===== src/rtl/tmr_pkg.sv =====
package tmr_pkg;

    localparam int BUS_W  = 16;
    localparam int ADDR_W = 4;

    localparam int BIT_RUN   = 15;
    localparam int BIT_GUARD = 14;
    localparam int BIT_IE    = 13;
    localparam int BIT_BSEL  = 12;
    localparam int BIT_PRE   = 3;
    localparam int BIT_EXT   = 2;
    localparam int BIT_ALT   = 1;
    localparam int BIT_CONT  = 0;

    typedef enum logic [1:0] {
        REG_CTRL  = 2'd0,
        REG_COUNT = 2'd1,
        REG_CMPA  = 2'd2,
        REG_CMPB  = 2'd3
    } reg_sel_e;

    typedef struct packed {
        logic run;
        logic ie;
        logic pre;
        logic ext;
        logic alt;
        logic cont;
    } tmr_ctrl_t;

    function automatic logic [BUS_W-1:0] ctrl_pack(tmr_ctrl_t c, logic bsel);
        logic [BUS_W-1:0] w;
        w            = '0;
        w[BIT_RUN]   = c.run;
        w[BIT_IE]    = c.ie;
        w[BIT_BSEL]  = bsel;
        w[BIT_PRE]   = c.pre;
        w[BIT_EXT]   = c.ext;
        w[BIT_ALT]   = c.alt;
        w[BIT_CONT]  = c.cont;
        return w;
    endfunction

    function automatic tmr_ctrl_t ctrl_unpack(logic [BUS_W-1:0] w, logic run_keep, logic has_src);
        tmr_ctrl_t c;
        c.run  = w[BIT_GUARD] ? w[BIT_RUN] : run_keep;
        c.ie   = w[BIT_IE];
        c.pre  = has_src & w[BIT_PRE];
        c.ext  = has_src & w[BIT_EXT];
        c.alt  = has_src & w[BIT_ALT];
        c.cont = w[BIT_CONT];
        return c;
    endfunction

endpackage


===== src/rtl/tmr_prescale.sv =====
module tmr_prescale #(
    parameter int DIV = 4
) (
    input  logic clk_i,
    input  logic rst_i,
    output logic tick_o
);
    localparam int PW = (DIV > 1) ? $clog2(DIV) : 1;

    logic [PW-1:0] cnt_q;

    assign tick_o = (cnt_q == PW'(DIV - 1));

    always_ff @(posedge clk_i) begin
        if (rst_i)       cnt_q <= '0;
        else if (tick_o) cnt_q <= '0;
        else             cnt_q <= cnt_q + 1'b1;
    end
endmodule


===== src/rtl/tmr_sync_edge.sv =====
module tmr_sync_edge #(
    parameter int DIV = 4
) (
    input  logic clk_i,
    input  logic rst_i,
    input  logic pin_i,
    output logic tick_o
);
    localparam int EW = (DIV > 1) ? $clog2(DIV) : 1;

    logic [2:0]    shr_q;
    logic [EW-1:0] ecnt_q;
    logic          rise_w;

    assign rise_w = shr_q[1] & ~shr_q[2];
    assign tick_o = rise_w && (ecnt_q == EW'(DIV - 1));

    always_ff @(posedge clk_i) begin
        if (rst_i) begin
            shr_q  <= '0;
            ecnt_q <= '0;
        end else begin
            shr_q <= {shr_q[1:0], pin_i};
            if (rise_w) ecnt_q <= tick_o ? '0 : ecnt_q + 1'b1;
        end
    end
endmodule


===== src/rtl/tmr_core.sv =====
module tmr_core
    import tmr_pkg::*;
#(
    parameter int CNT_W   = 16,
    parameter bit HAS_ALT = 1'b1
) (
    input  logic             clk_i,
    input  logic             rst_i,
    input  logic             we_i,
    input  reg_sel_e         reg_i,
    input  logic [BUS_W-1:0] wdata_i,
    input  logic             tick_int_i,
    input  logic             tick_pre_i,
    input  logic             tick_ext_i,
    output logic [BUS_W-1:0] rdata_o,
    output logic [CNT_W-1:0] cnt_o,
    output logic             hit_o,
    output logic             tout_o,
    output logic             run_o,
    output logic             ie_o,
    output logic             alt_o,
    output logic             bsel_o
);
    tmr_ctrl_t        ctrl_q, ctrl_d;
    logic [CNT_W-1:0] cnt_q, cmpa_q, cmpb_w, active_w;
    logic             bsel_q, tout_q, tick_w, final_w;

    assign tick_w   = ctrl_q.ext ? tick_ext_i : (ctrl_q.pre ? tick_pre_i : tick_int_i);
    assign active_w = bsel_q ? cmpb_w : cmpa_q;
    assign hit_o    = ctrl_q.run && tick_w && (cnt_q == active_w);
    assign final_w  = ctrl_q.alt ? bsel_q : 1'b1;

    always_comb begin
        ctrl_d = ctrl_q;
        if (hit_o && final_w && !ctrl_q.cont) ctrl_d.run = 1'b0;
        if (we_i && reg_i == REG_CTRL)
            ctrl_d = ctrl_unpack(wdata_i, ctrl_d.run, HAS_ALT);
    end

    always_ff @(posedge clk_i) begin
        if (rst_i) begin
            ctrl_q <= '0;
            cnt_q  <= '0;
            cmpa_q <= '0;
            bsel_q <= 1'b0;
            tout_q <= 1'b1;
        end else begin
            ctrl_q <= ctrl_d;
            if (hit_o) begin
                cnt_q <= '0;
                if (ctrl_q.alt) bsel_q <= ~bsel_q;
            end else if (ctrl_q.run && tick_w) begin
                cnt_q <= cnt_q + 1'b1;
            end
            if (hit_o)            tout_q <= ctrl_q.alt ? bsel_q : 1'b0;
            else if (!ctrl_q.alt) tout_q <= 1'b1;
            if (we_i) begin
                case (reg_i)
                    REG_CTRL: begin
                        bsel_q <= 1'b0;
                        tout_q <= 1'b1;
                    end
                    REG_COUNT: cnt_q  <= wdata_i[CNT_W-1:0];
                    REG_CMPA:  cmpa_q <= wdata_i[CNT_W-1:0];
                    default: ;
                endcase
            end
        end
    end

    generate
        if (HAS_ALT) begin : g_cmpb
            logic [CNT_W-1:0] cmpb_q;
            always_ff @(posedge clk_i) begin
                if (rst_i)                            cmpb_q <= '0;
                else if (we_i && reg_i == REG_CMPB)   cmpb_q <= wdata_i[CNT_W-1:0];
            end
            assign cmpb_w = cmpb_q;
        end else begin : g_no_cmpb
            assign cmpb_w = '0;
        end
    endgenerate

    always_comb begin
        case (reg_i)
            REG_CTRL:  rdata_o = ctrl_pack(ctrl_q, bsel_q);
            REG_COUNT: rdata_o = BUS_W'(cnt_q);
            REG_CMPA:  rdata_o = BUS_W'(cmpa_q);
            default:   rdata_o = BUS_W'(cmpb_w);
        endcase
    end

    assign cnt_o  = cnt_q;
    assign tout_o = tout_q;
    assign run_o  = ctrl_q.run;
    assign ie_o   = ctrl_q.ie;
    assign alt_o  = ctrl_q.alt;
    assign bsel_o = bsel_q;
endmodule


===== src/rtl/tmr_unit.sv =====
module tmr_unit
    import tmr_pkg::*;
#(
    parameter int CNT_W    = 16,
    parameter int PRESCALE = 4,
    parameter int EDGE_DIV = 4
) (
    input  logic              clk_i,
    input  logic              rst_i,
    input  logic              we_i,
    input  logic [ADDR_W-1:0] addr_i,
    input  logic [BUS_W-1:0]  wdata_i,
    output logic [BUS_W-1:0]  rdata_o,
    input  logic [1:0]        ext_i,
    output logic [1:0]        tout_o,
    output logic              irq_o
);
    localparam int NPIN = 2;
    localparam int NT   = NPIN + 1;

    reg_sel_e         reg_w;
    logic [1:0]       tsel_w;
    logic             tick_int_w;
    logic [BUS_W-1:0] rd_w [NT];
    logic [CNT_W-1:0] cnt_w [NT];
    logic [NPIN-1:0]  hitp_w, toutp_w, runp_w, iep_w, altp_w, bselp_w;
    logic             hit2_w, tout2_w, run2_w, ie2_w, alt2_w, bsel2_w;
    logic [NT-1:0]    hit_w, tout_w, run_w, ie_w, alt_w, bsel_w;
    logic             irq_q;

    assign reg_w  = reg_sel_e'(addr_i[1:0]);
    assign tsel_w = addr_i[3:2];

    tmr_prescale #(.DIV(PRESCALE)) u_pre (
        .clk_i (clk_i),
        .rst_i (rst_i),
        .tick_o(tick_int_w)
    );

    genvar gi;
    generate
        for (gi = 0; gi < NPIN; gi++) begin : g_pin
            logic tick_ext_w;
            tmr_sync_edge #(.DIV(EDGE_DIV)) u_sync (
                .clk_i (clk_i),
                .rst_i (rst_i),
                .pin_i (ext_i[gi]),
                .tick_o(tick_ext_w)
            );
            tmr_core #(.CNT_W(CNT_W), .HAS_ALT(1'b1)) u_core (
                .clk_i     (clk_i),
                .rst_i     (rst_i),
                .we_i      (we_i && tsel_w == 2'(gi)),
                .reg_i     (reg_w),
                .wdata_i   (wdata_i),
                .tick_int_i(tick_int_w),
                .tick_pre_i(hit2_w),
                .tick_ext_i(tick_ext_w),
                .rdata_o   (rd_w[gi]),
                .cnt_o     (cnt_w[gi]),
                .hit_o     (hitp_w[gi]),
                .tout_o    (toutp_w[gi]),
                .run_o     (runp_w[gi]),
                .ie_o      (iep_w[gi]),
                .alt_o     (altp_w[gi]),
                .bsel_o    (bselp_w[gi])
            );
        end
    endgenerate

    tmr_core #(.CNT_W(CNT_W), .HAS_ALT(1'b0)) u_core2 (
        .clk_i     (clk_i),
        .rst_i     (rst_i),
        .we_i      (we_i && tsel_w == 2'(NPIN)),
        .reg_i     (reg_w),
        .wdata_i   (wdata_i),
        .tick_int_i(tick_int_w),
        .tick_pre_i(1'b0),
        .tick_ext_i(1'b0),
        .rdata_o   (rd_w[NPIN]),
        .cnt_o     (cnt_w[NPIN]),
        .hit_o     (hit2_w),
        .tout_o    (tout2_w),
        .run_o     (run2_w),
        .ie_o      (ie2_w),
        .alt_o     (alt2_w),
        .bsel_o    (bsel2_w)
    );

    assign hit_w  = {hit2_w,  hitp_w};
    assign tout_w = {tout2_w, toutp_w};
    assign run_w  = {run2_w,  runp_w};
    assign ie_w   = {ie2_w,   iep_w};
    assign alt_w  = {alt2_w,  altp_w};
    assign bsel_w = {bsel2_w, bselp_w};

    always_ff @(posedge clk_i) begin
        if (rst_i) irq_q <= 1'b0;
        else       irq_q <= |(hit_w & ie_w);
    end

    always_comb begin
        rdata_o = '0;
        for (int i = 0; i < NT; i++)
            if (tsel_w == 2'(i)) rdata_o = rd_w[i];
    end

    assign tout_o = toutp_w;
    assign irq_o  = irq_q;
endmodule


===== config.mk =====
export PLATFORM = sky130hd
export DESIGN_NAME = tmr_unit
export DESIGN_NICKNAME = d
export VERILOG_FILES = /design/src/rtl/tmr_pkg.sv /design/src/rtl/tmr_prescale.sv /design/src/rtl/tmr_sync_edge.sv /design/src/rtl/tmr_core.sv /design/src/rtl/tmr_unit.sv
export SDC_FILE = /design/constraint.sdc
export NUM_CORES = 1
export LEC_CHECK = 0
export BUFFER_PORTS_ARGS = -buffer_cell sky130_fd_sc_hd__clkbuf_2
export CELL_PAD_IN_SITES_DETAIL_PLACEMENT = 1
export CELL_PAD_IN_SITES_GLOBAL_PLACEMENT = 2
export CORE_MARGIN = 3
export CORE_UTILIZATION = 34
export CTS_CLUSTER_SIZE = 12
export DETAILED_ROUTE_END_ITERATION = 6
export PLACE_DENSITY_LB_ADDON = 0.1
export REMOVE_ABC_BUFFERS = 1
export SETUP_SLACK_MARGIN = 0.3
export SLEW_MARGIN = 20
export SYNTH_ARGS = -nofsm -noshare
export SYNTH_HDL_FRONTEND = slang
export SYNTH_HIERARCHICAL = 1
export SYNTH_SLANG_ARGS = --single-unit

===== constraint.sdc =====
create_clock -name clk_i -period 3.4 [get_ports clk_i]
set_input_delay 0 -clock clk_i [delete_from_list [all_inputs] [get_ports clk_i]]
set_output_delay 0 -clock clk_i [all_outputs]
set_load 0.02 [all_outputs]

## After elaboration in Yosys (flattened, before gate mapping)

Index checks and enable logic that the tools add are counted.

| storage, ports and cells | value |
|---|---|
| flip-flop bits (word level) | 161 |
| input port bits | 25 |
| output and inout bits | 19 |
| logic and storage cells | 148 |

| operators by class | value |
|---|---|
| $add $sub $neg | 6 |
| eq/ne operators | 11 |
| mux-type cells | 58 |
| bitwise operators | 7 |
| reduce and logical (&&, ||, !) cells | 32 |

Operator list:

| kind | number |
|---|---|
| $mux 16 | 18 |
| $pmux 16 s3 | 3 |
| $add 16x1->16 const B | 3 |
| $eq 16x16->1 | 3 |
| $mux 1 | 32 |
| $logic_and 1x1->1 | 21 |
| $mux 6 | 3 |
| $eq 2x2->1 const B | 6 |
| $reduce_and 2->1 | 4 |
| $add 2x1->2 const B | 3 |
| $eq 2x1->1 const B | 2 |
| $logic_not 2->1 | 2 |
| $mux 2 | 2 |
| $not 1->1 | 4 |
| $and 3x3->3 | 1 |
| $logic_not 1->1 | 3 |
| $reduce_or 3->1 | 1 |
| $and 1x1->1 | 2 |
| $reduce_or 2->1 | 1 |

## Longest topological paths before layout

| depth | value |
|---|---|
| word-level depth | 12 |
| mapped depth | 14 |
| depth with buffers taken out | 11 |

## By module

Netlist, hierarchy kept.

Modules (own cells, without submodules):

| module | times used | cells each | area each (sq um) | sequential area each (sq um) |
|---|---|---|---|---|
| tmr_core at g_pin[0].u_core ... | 2 | 357 | 3020.4 | 1121.1 |
| tmr_core at u_core2 | 1 | 263 | 2028.2 | 720.7 |
| tmr_unit | 1 | 46 | 441.7 | 20.0 |
| tmr_sync_edge | 2 | 16 | 183.9 | 100.1 |
| tmr_prescale | 1 | 5 | 75.1 | 40.0 |

## Worst setup path after synthesis

OpenSTA, ideal clock, no wires.

| path | value |
|---|---|
| path type | register -> register |
| start | register u_core2.cnt_q[4], in the netlist u_core2/cnt_o[4] |
| end | register g_pin[0].u_core.cnt_q[15] |
| setup time | 125 ps |
| arrival time | 2514 ps |
| data required time | 3275 ps |
| slack | 762 ps |
| cell stages (with the launch flop) | 15 |
| buffers on the path | 3 |
| period minus slack after synthesis | 2638 ps |
| path through | dfxtp_1 > buf_2 > xnor2_2 > nand4_1 > nor4_2 > nand3_2 > buf_2 > inv_1 > mux2_1 > o211a_1 > buf_2 > nand3_1 > nor4_1 > xnor2_1 > o21ai_1 |

| between the ends | value |
|---|---|
| word-level cells in the longest chain between the ends | 9 |
| elaborated cells between the ends (all ways) | 10 |
| classes of those cells | eq/ne (1); mux (6); reduce/logical (3) |

Ends and longest elaborated chain:

| what | line | source |
|---|---|---|
| start, declared | tmr_core.sv:25 | `logic [CNT_W-1:0] cnt_q, cmpa_q, cmpb_w, active_w;` |
| start signal, assigned | tmr_core.sv:53 | `cnt_q <= cnt_q + 1'b1;` |
| start signal, assigned | tmr_core.sv:63 | `REG_COUNT: cnt_q <= wdata_i[CNT_W-1:0];` |
| $eq 16x16->1 * | tmr_core.sv:30 | `assign hit_o = ctrl_q.run && tick_w && (cnt_q == active_w);` |
| $logic_and 1x1->1 * | tmr_core.sv:30 |  |
| net hit2_w | tmr_unit.sv:27 | `logic hit2_w, tout2_w, run2_w, ie2_w, alt2_w, bsel2_w;` |
| $mux 1 * (2 in a row) | tmr_core.sv:28 | `assign tick_w = ctrl_q.ext ? tick_ext_i : (ctrl_q.pre ? tick_pre_i : tick_int_i);` |
| $logic_and 1x1->1 * | tmr_core.sv:30, tmr_core.sv:52 |  |
| $mux 16 / $logic_and 1x1->1 (equally long branches) | tmr_core.sv:52, tmr_core.sv:30 |  |
| $mux 16 * | tmr_core.sv:49 | `if (hit_o) begin` |
| $mux 16 | tmr_core.sv:58 | `case (reg_i)` |
| $mux 16 * | tmr_core.sv:57 | `if (we_i) begin` |
| end signal, assigned | tmr_core.sv:53 |  |
| end signal, assigned | tmr_core.sv:63 |  |
| end, declared | tmr_core.sv:25 |  |

The timed path passes the listed nets; every way through them passes the cells marked *.
A chain may end at the register's enable or synchronous reset.

## Final worst setup path

| path | value |
|---|---|
| start | register u_core2.cnt_q[3], in the netlist u_core2/cnt_o[3] |
| end | register g_pin[0].u_core.cnt_q[6] |

Same word-level chain as after synthesis.

==> results.cfg <==
[final_layout]
syn2layout_area_growth_pct = 13.3
regArea_mm2 = 0.00320
finalNetCount = 1117
fill_cells = 3014
drive_above_1_share_pct = 14.5
multiInputGateArea_mm2 = 0.00534
diodes = 0

[routing]
vias = 7632
drt-pass1-iter-count = 5
ant_nets = 0
initialDrtViolationCount = 414
wl_per_cell_um = 22.8
routed_via_density = 5.36
drc_errors = 0
wl_um = 32500

[place]
place_congestion = 0.804
dp_hpwl_um = 22500
numPortBuffers = 43

[setup_path]
crit_slowest_cell = dfxtp_1
end_kind = flip-flop
critPathTopFamily = compound AO/OA/AOI/OAI gates
critPathRequiredTime_ns = 3.72
path_cells = xnor2_2 > nand4_1 > nor4_2 > nand3_2 > inv_1 > mux2_1 > o211a_1 > nand2_1 > o21ai_2 > buf_4 > o21ai_1
slowest_delay_ns = 0.50
worstReg2RegStart = u_core2/cnt_o[3]
cp_num_buf_inv = 2
cp_max_fo = 9
crit_arrival_ns = 3.25
worst-r2r-cell-count = 11
crit_path_start_kind = flip-flop
reg2reg_slack_ns = 0.47
critical_path_class = reg2reg
r2r_end = g_pin[0].u_core/cnt_o[6]

[die]
start_util_pct = 35.0
die_w_um = 168
die_h_um = 168
ioPinCount = 44
std_cell_rows = 58
dieArea_mm2 = 0.0282
core-area_mm2 = 0.0255

[sta]
slew_headroom_pct = 36.6
period_minus_slack_ns = 2.93
rsz0062_at_grt = true
setup_viol = 0
hold_viol = 0
worst_pin_slew_ns = 0.948
clock_skew_ns = 0.0174
finalSetupTns_ns = 0
clock.fmax_mhz = 341
period_share_pct = 86.2
slew_viol_final = 0

[global_route]
grt_pass1_vias = 7834
grt_pass1_wl_um = 49800
grt_usage_pct = 23.3
antenna_found_initial = 0
grt_overflow = 0
grt_max_degree = 42

[worst_hold_path]
hp-start = wdata_i[3]
min_path_type = in2reg
holdPathStages = 3
holdPathEnd = g_pin[0].u_core/cnt_o[3]

[pwr]
peakVddDrop_mv = 0.303
power_mw = 4.21
power.density_mw_per_mm2 = 417
leakagePower_nw = 3.32

[cts]
path_clk_slew_ns = 0.08
cts_root_buf = clkbuf_16
cts_max_level = 4
cts_tree = done
insertion_delay_ns = 0.44
cts_buffers = 17
cts.sinks = 160
cts_max_path_buffers = 2

[logic_synthesis]
synth_area_mm2 = 0.00890
synth_warnings = 6
netlist_instances = 1054
syn_avg_cell_area_um2 = 8.45

[run]
cap_viol_max_count = 0

[run_status]
status = finished clean
## cell usage in the layout, fill, tap and decap left out, drive strengths merged, types with 15 or more instances in the layout
cell / instances
dfxtp: 160
o2bb2ai: 16
mux2i: 71
mux2: 19
xnor2: 81
nand3: 48
a21oi: 95
buf: 28
nand2: 239
inv: 15
a22o: 31
nor4: 16
o21ai: 43
clkbuf: 60
nor2: 41
## where the power goes
part	switching (mW)	internal (mW)	total (mW)
sequential	0.0285	1.90	1.93
combinational	0.238	0.117	0.354
clock	0.888	1.04	1.93
total	1.15	3.06	4.21
## worst min-delay path, stage by stage
cell and delay (ns):
clkbuf_2 0.24, nand2_1 0.11, o21ai_1 0.05
## area by class of cell
cell class / count / share of cell area (%)
Clock buffer: 18 / 4.35
Multi-Input combinational cell: 814 / 53.0
Clock inverter: 13 / 1.28
Inverter: 10 / 0.372
Tap cell: 330 / 4.09
Sequential cell: 160 / 31.8
Timing Repair Buffer: 79 / 5.19
## state kept, by name, indices dropped and copies added (netlist names), 2 cells and up
signal / flops
g_pin.u_core/alt_o: 2
g_pin.u_core/bsel_o: 2
g_pin.u_core/cmpa_q: 32
g_pin.u_core/cmpb_w: 32
g_pin.u_core/cnt_o: 32
g_pin.u_core/ctrl_q: 6
g_pin.u_core/ie_o: 2
g_pin.u_core/run_o: 2
g_pin.u_core/tout_o: 2
g_pin.u_sync/ecnt_q: 4
g_pin.u_sync/shr_q: 6
u_core2/cmpa_q: 16
u_core2/cnt_o: 16
u_pre/cnt_q: 2
## worst max path at each step
| stage | slack, ns | cells past startpoint | startpoint | end |
|---|---|---|---|---|
| 2_1_floorplan | 0.78 | 11 | u_core2/cnt_o[3] | g_pin[0].u_core/cnt_o[15] |
| 3_3_place_gp | 0.48 | 11 | u_core2/cnt_o[3] | g_pin[1].u_core/cnt_o[15] |
| 6_report | 0.47 | 11 | u_core2/cnt_o[3] | g_pin[0].u_core/cnt_o[6] |
| 4_1_cts | 0.43 | 11 | u_core2/cnt_o[3] | g_pin[1].u_core/cnt_o[8] |
| 3_5_place_dp | 0.49 | 11 | u_core2/cnt_o[3] | g_pin[1].u_core/cnt_o[15] |
| 5_1_grt | 0.29 | 11 | u_core2/cnt_o[3] | g_pin[0].u_core/cnt_o[13] |
## routing by layer
metal	up-vias	track usage (%)	wire [um]
met1	3767	32.0	15300
met5	-	0	0
met4	0	5.48	412
li1	3721	-	-
met3	24	2.89	1020
met2	120	39.4	15800
## timing repair
| action | CTS | global route |
|---|---|---|
| buffers inserted | 0 | 0 |
| resized for setup | 0 | 4 |
| hold endpoints to repair | 42 | 0 |
| endpoints found under the setup margin | 0 | 9 |
| hold buffers | 9 | 0 |
## through the flow
step / utilization, % / area (um2) / hold WS, ns / setup slack (ns) / instances
finish: 39.6 / 10100 / 0.0149 / 0.470 / 1424
global route: 39.6 / 10100 / 0.0260 / 0.291 / 1424
CTS: 39.5 / 10100 / 0.00421 / 0.432 / 1424
detailed placement: 36.9 / 9400 / 0.226 / 0.487 / 1384
global placement: 36.9 / 9400 / 0.206 / 0.477 / 1384
floorplan: - / 8540 / 0.0691 / 0.779 / 984
Note: power is estimated with default switching activity, not from simulation.
